==> config.mk <==
export PLATFORM = sky130hd
export DESIGN_NAME = cp_cmd_dispatch
export DESIGN_NICKNAME = d
export VERILOG_FILES = /design/src/rtl/cp_cmd_pkg.sv /design/src/rtl/cp_cmd_decode.sv /design/src/rtl/cp_pend_slot.sv /design/src/rtl/cp_resp_reg.sv /design/src/rtl/cp_cmd_dispatch.sv
export SDC_FILE = /design/constraint.sdc
export NUM_CORES = 1
export LEC_CHECK = 0
export BUFFER_PORTS_ARGS = -buffer_cell sky130_fd_sc_hd__buf_4
export CAP_MARGIN = 0
export CORE_MARGIN = 1.5
export CORE_UTILIZATION = 45
export DETAILED_ROUTE_END_ITERATION = 10
export PLACE_DENSITY_LB_ADDON = 0.3
export REMOVE_ABC_BUFFERS = 1
export SLEW_MARGIN = 25
export SYNTH_ARGS = -nofsm -noshare
export SYNTH_HDL_FRONTEND = slang
export SYNTH_SLANG_ARGS = --single-unit
==> constraint.sdc <==
create_clock -name clk -period 1.5 [get_ports clk]
set_clock_uncertainty 0.2 [all_clocks]
set_input_delay 0.15 -clock clk [delete_from_list [all_inputs] [get_ports clk]]
set_output_delay 0.15 -clock clk [all_outputs]
set_load 0.02 [all_outputs]
==> src/rtl/cp_cmd_pkg.sv <==
package cp_cmd_pkg;

  // Command word layout (fixed by the coprocessor protocol)
  localparam int CMD_W   = 16;
  localparam int OPC_W   = 7;
  localparam int IDX_W   = 3;
  localparam int MEM_BIT = 14;
  localparam int SRC_LSB = 10;
  localparam int DST_LSB = 7;

  // Bus register map
  localparam int A_CMD  = 0;
  localparam int A_OPND = 1;
  localparam int A_RESP = 2;

  // Response field positions
  localparam int UNIMP_BIT = 4;
  localparam int PERR_BIT  = 5;

  // Supported operation codes
  localparam int N_OPS = 7;
  localparam logic [OPC_W-1:0] OPC_LIST [N_OPS] = '{
    7'h00, 7'h04, 7'h0E, 7'h20, 7'h22, 7'h23, 7'h28
  };

  typedef enum logic [1:0] {
    ST_IDLE = 2'd0,
    ST_BUSY = 2'd1,
    ST_FULL = 2'd2
  } stat_e;

  typedef struct packed {
    logic             mem;
    logic [IDX_W-1:0] src;
    logic [IDX_W-1:0] dst;
    logic [OPC_W-1:0] op;
  } cmd_t;

  function automatic logic op_known(input logic [OPC_W-1:0] op);
    logic hit;
    hit = 1'b0;
    for (int i = 0; i < N_OPS; i++) begin
      if (op == OPC_LIST[i]) hit = 1'b1;
    end
    return hit;
  endfunction

endpackage

==> src/rtl/cp_cmd_decode.sv <==
module cp_cmd_decode
  import cp_cmd_pkg::*;
(
  input  logic [CMD_W-1:0] word,
  output cmd_t             fields,
  output logic             known
);

  logic [N_OPS-1:0] hit;

  for (genvar g = 0; g < N_OPS; g++) begin : g_hit
    assign hit[g] = (word[OPC_W-1:0] == OPC_LIST[g]);
  end

  assign known      = |hit;
  assign fields.mem = word[MEM_BIT];
  assign fields.src = word[SRC_LSB +: IDX_W];
  assign fields.dst = word[DST_LSB +: IDX_W];
  assign fields.op  = word[OPC_W-1:0];

  logic unused_bits;
  assign unused_bits = ^{word[CMD_W-1], word[MEM_BIT-1]};

endmodule

==> src/rtl/cp_pend_slot.sv <==
module cp_pend_slot
  import cp_cmd_pkg::*;
#(
  parameter int DATA_W = 32
) (
  input  logic              clk,
  input  logic              rst,
  input  logic              load,
  input  cmd_t              load_cmd,
  input  logic [CMD_W-1:0]  load_word,
  input  logic              take,
  input  logic              opnd_wr,
  input  logic [DATA_W-1:0] opnd_data,
  output logic              vld,
  output cmd_t              cmd,
  output logic [CMD_W-1:0]  word,
  output logic [DATA_W-1:0] opnd,
  output logic              fresh
);

  always_ff @(posedge clk) begin
    if (rst) begin
      vld  <= 1'b0;
      cmd  <= '0;
      word <= '0;
    end else if (load) begin
      vld  <= 1'b1;
      cmd  <= load_cmd;
      word <= load_word;
    end else if (take) begin
      vld  <= 1'b0;
    end
  end

  always_ff @(posedge clk) begin
    if (rst) begin
      opnd  <= '0;
      fresh <= 1'b0;
    end else if (opnd_wr) begin
      opnd  <= opnd_data;
      fresh <= 1'b1;
    end else if (take && cmd.mem) begin
      fresh <= 1'b0;
    end
  end

endmodule

==> src/rtl/cp_resp_reg.sv <==
module cp_resp_reg
  import cp_cmd_pkg::*;
#(
  parameter int DATA_W = 32,
  parameter int ADDR_W = 2
) (
  input  logic              clk,
  input  logic              rst,
  input  logic              rd,
  input  logic [ADDR_W-1:0] raddr,
  input  stat_e             code,
  input  logic              unimp,
  input  logic              perr,
  input  logic              slot_vld,
  input  logic [CMD_W-1:0]  word,
  input  logic [DATA_W-1:0] opnd,
  output logic [DATA_W-1:0] rdata
);

  localparam int WPAD = DATA_W - CMD_W;

  logic [DATA_W-1:0] resp_w;
  logic [DATA_W-1:0] sel_w;

  always_comb begin
    resp_w            = '0;
    resp_w[1:0]       = code;
    resp_w[UNIMP_BIT] = unimp;
    resp_w[PERR_BIT]  = perr;
  end

  always_comb begin
    if (raddr == ADDR_W'(A_RESP))      sel_w = resp_w;
    else if (raddr == ADDR_W'(A_OPND)) sel_w = opnd;
    else if (raddr == ADDR_W'(A_CMD))  sel_w = {{WPAD{1'b0}}, (slot_vld ? word : '0)};
    else                               sel_w = '0;
  end

  always_ff @(posedge clk) begin
    if (rst)     rdata <= '0;
    else if (rd) rdata <= sel_w;
  end

endmodule

==> src/rtl/cp_cmd_dispatch.sv <==
module cp_cmd_dispatch
  import cp_cmd_pkg::*;
#(
  parameter int DATA_W = 32,
  parameter int ADDR_W = 2
) (
  input  logic              clk,
  input  logic              rst,
  input  logic              bus_wr,
  input  logic [ADDR_W-1:0] bus_waddr,
  input  logic [DATA_W-1:0] bus_wdata,
  input  logic              bus_rd,
  input  logic [ADDR_W-1:0] bus_raddr,
  output logic [DATA_W-1:0] bus_rdata,
  output logic              iss_valid,
  input  logic              iss_ready,
  output logic [OPC_W-1:0]  iss_op,
  output logic              iss_mem,
  output logic [IDX_W-1:0]  iss_src,
  output logic [IDX_W-1:0]  iss_dst,
  output logic [DATA_W-1:0] iss_operand,
  input  exe_done
);

  logic              cmd_wr, opnd_wr;
  cmd_t              dec_fields;
  logic              dec_known;
  logic              slot_vld, opnd_fresh;
  cmd_t              slot_cmd;
  logic [CMD_W-1:0]  slot_word;
  logic [DATA_W-1:0] slot_opnd;
  logic              handoff, room, load;
  logic              busy_q, unimp_q, perr_q;
  stat_e             code;

  assign cmd_wr  = bus_wr && (bus_waddr == ADDR_W'(A_CMD));
  assign opnd_wr = bus_wr && (bus_waddr == ADDR_W'(A_OPND));

  cp_cmd_decode u_dec (
    .word   (bus_wdata[CMD_W-1:0]),
    .fields (dec_fields),
    .known  (dec_known)
  );

  assign handoff = iss_valid && iss_ready;
  assign room    = !slot_vld || handoff;
  assign load    = cmd_wr && room && dec_known;

  cp_pend_slot #(.DATA_W(DATA_W)) u_slot (
    .clk       (clk),
    .rst       (rst),
    .load      (load),
    .load_cmd  (dec_fields),
    .load_word (bus_wdata[CMD_W-1:0]),
    .take      (handoff),
    .opnd_wr   (opnd_wr),
    .opnd_data (bus_wdata),
    .vld       (slot_vld),
    .cmd       (slot_cmd),
    .word      (slot_word),
    .opnd      (slot_opnd),
    .fresh     (opnd_fresh)
  );

  always_ff @(posedge clk) begin
    if (rst)            busy_q <= 1'b0;
    else if (handoff)   busy_q <= 1'b1;
    else if (exe_done)  busy_q <= 1'b0;
  end

  always_ff @(posedge clk) begin
    if (rst) begin
      unimp_q <= 1'b0;
      perr_q  <= 1'b0;
    end else if (cmd_wr) begin
      if (!room)           perr_q  <= 1'b1;
      else if (!dec_known) unimp_q <= 1'b1;
    end
  end

  assign iss_valid   = slot_vld && (!slot_cmd.mem || opnd_fresh) && (!busy_q || exe_done);
  assign iss_op      = slot_cmd.op;
  assign iss_mem     = slot_cmd.mem;
  assign iss_src     = slot_cmd.src;
  assign iss_dst     = slot_cmd.dst;
  assign iss_operand = slot_opnd;

  always_comb begin
    if (slot_vld)    code = ST_FULL;
    else if (busy_q) code = ST_BUSY;
    else             code = ST_IDLE;
  end

  cp_resp_reg #(.DATA_W(DATA_W), .ADDR_W(ADDR_W)) u_resp (
    .clk      (clk),
    .rst      (rst),
    .rd       (bus_rd),
    .raddr    (bus_raddr),
    .code     (code),
    .unimp    (unimp_q),
    .perr     (perr_q),
    .slot_vld (slot_vld),
    .word     (slot_word),
    .opnd     (slot_opnd),
    .rdata    (bus_rdata)
  );

endmodule

==> flow_summary.json <==
{
  "finalSetupViolCount": 12,
  "synth_area_leader_cell": "dfxtp_1",
  "hp-class": "primary input to flop",
  "grt_usage": 0.240,
  "ys_async_sr_fraction": 0,
  "endpoint_kind": "output pin",
  "syn_avg_cell_area_um2": 8.06,
  "post-synth-top-count-cell": "nand2_1",
  "synthTopCellsByCount": "nand2_1 (93), dfxtp_1 (85), a21oi_1 (70)",
  "grt_pass1_wl_um": 16100,
  "wl_um": 10300,
  "synth-seq-cells": 85,
  "synth_top_area_share": 0.477,
  "drt_pass1_iterations": 4,
  "path_cells": "nand2b_4 -> buf_4 -> and3_4 -> buf_6",
  "yosysWarnings": 0,
  "cts_made_buffers": 9,
  "grt_pass1_vias": 3379,
  "dp_cells": 646,
  "power_density_mw_per_mm2": 905,
  "place_area_mm2": 0.00460,
  "pin_count": 121,
  "io_buffers": 120,
  "relSlewSlack": 0.575,
  "outcome": "finished with violations",
  "cp_slowest_stage_delay_ps": 360,
  "vias": 3515,
  "synth_edf_count": 0,
  "drc": 0,
  "fmax_mhz": 655,
  "n_antenna_cell": 0,
  "drt_iter0_markers": 137,
  "hold_viol_final": 0,
  "post-route-period-util": 1.02,
  "gp_congestion": 0.789,
  "met2_length_um": 5340,
  "drive_gt1_frac": 0.302,
  "avgRoutedWirePerCell_um": 14.7,
  "grt_max_degree": 40,
  "cts_root_buf": "clkbuf_8",
  "h-tree-depth": 3,
  "setup_ws_ps": -26.7,
  "wl_met1_um": 4330,
  "start_kind": "flop",
  "synth_flop_cell": "dfxtp_1",
  "viasPerCell": 5.04,
  "synth_area_leaders": "dfxtp_1 (48%), a21oi_1 (9.8%), nand2_1 (9.8%)",
  "worst-path-buf-inv": 2,
  "fin_cells": 698,
  "fin_nets": 634,
  "area_growth_syn_to_layout_pct": 47.8,
  "post-dp-hpwl_um": 6580,
  "dp_slack_ps": -160,
  "p_leak_nw": 2.19,
  "clock_path_buffers": 2,
  "worstPathRequired_ps": 1150,
  "die_h_um": 92.1,
  "netlist_area_mm2": 0.00357,
  "grt_overflow": 0,
  "synth_cell_types": 30,
  "yosysSeqAreaShare": 0.477,
  "crit_type": "flop to output pin",
  "hold-worst-slack_ps": 13.8,
  "cap_viol_max_count": 0,
  "final_area_mm2": 0.00528,
  "peakVddDrop_mv": 0.520,
  "wl_met3_um": 488,
  "dr.max_layer_used": "met4",
  "die_w_um": 92.1,
  "numClockSinks": 85,
  "crit_fanout": 3,
  "worst_pin_slew_ps": 634,
  "insertion_delay_ps": 340,
  "crit_slowest_cell": "dfxtp_2",
  "ant_nets": 0,
  "crit_family": "flip-flops",
  "slew_violations": 0,
  "clk_pin_slew_worst_paths_ps": 90,
  "worstPathArrival_ps": 1180,
  "rsz0062_at_grt": "yes",
  "antenna_found_initial": 0,
  "cts_tree": "yes",
  "fin_crit_ps": 1530,
  "die-area_mm2": 0.00847,
  "std_cell_rows": 32,
  "initial_core_util": 0.464,
  "core_mm2": 0.00769,
  "failed_checks": "setup timing",
  "synth_cells": 443
}
path summary, 6_finish.rpt:
path	startpoint	cells after the start	slack [ps]	endpoint
max	busy_q	4	-30	iss_valid
min	bus_wdata[2]	4	10	u_slot.opnd[2]
max reg2reg	u_slot.fresh	6	-20	u_slot.word[13]
min reg2reg	u_slot.opnd[15]	2	280	u_slot.opnd[15]
layout by cell type (no fill, tap or decap), drive strengths merged, types with 3 or more instances in the layout:
cell | Yosys | layout
nor3b | 3 | 3
nor2b | 30 | 30
mux2i | 14 | 14
nand3b | 4 | 4
a211oi | 3 | 3
or2b | 3 | 3
dfxtp | 85 | 85
bufinv | 0 | 3
o21ai | 14 | 14
clkbuf | 27 | 11
nand3 | 3 | 3
dlygate4sd3 | 0 | 32
a21oi | 70 | 70
nor2 | 36 | 36
nand2 | 93 | 93
nand2b | 27 | 27
buf | 18 | 150
per-layer routing:
layer | track usage | vias to the layer above
met4 | 0.0910 | 0
met2 | 0.427 | 105
met1 | 0.287 | 1668
met5 | 0 | -
li1 | - | 1725
met3 | 0.0406 | 17
state kept, by name, summed over array words and instances, names as in the netlist:
signal and flops:
busy_q 1, perr_q 1, u_resp.rdata 32, u_slot.fresh 1, u_slot.opnd 32, u_slot.vld 1, u_slot.word 16, unimp_q 1
metrics by stage:
stage	TNS [ps]	util	total power, W
2_1_floorplan	-5600	-	0.00254
3_3_place_gp	-1770	0.598	0.00284
3_5_place_dp	-3540	0.598	0.00285
4_1_cts	-52.0	0.675	0.00478
5_1_grt	-1010	0.686	0.00493
6_report	-132	0.686	0.00477
worst reg2reg max path, stage by stage (launching register included):
cell       delay (ps)
dfxtp_2           330
nand2b_4          130
nand3_4            90
nand2_2            70
and3b_2           280
clkbuf_16         180
mux2i_1           170
power breakdown:
group | total [W] | internal [W] | switching [W]
clock | 0.00190 | 0.00109 | 0.000803
sequential | 0.00233 | 0.00230 | 0.0000309
combinational | 0.000550 | 0.000277 | 0.000274
timing repair:
item | CTS | global route
gates cloned | 0 | 1
setup endpoints to repair | 16 | 18
resized for setup | 9 | 9
pin swaps | 0 | 4
buffers inserted | 2 | 2
hold endpoints to repair | 43 | 0
hold buffers | 32 | 0
cells by family after synthesis:
group	after synthesis	synth area share
and+or+nand+nor	203	0.272
DFF	85	0.477
AOI/OAI and AO/OA	94	0.141
muxes	14	0.0393
buffers and inverters	47	0.0705
final cells by class:
cell class                 count  area [um^2]
clock buffer                  10          128
clock inverter                 5          100
fill                         631         2410
inverter                       2         7.51
multi-input combinational    311         1660
sequential                    85         1710
tap                          102          128
timing repair buffer         183         1550
Note: power is estimated with default switching activity, not from simulation.
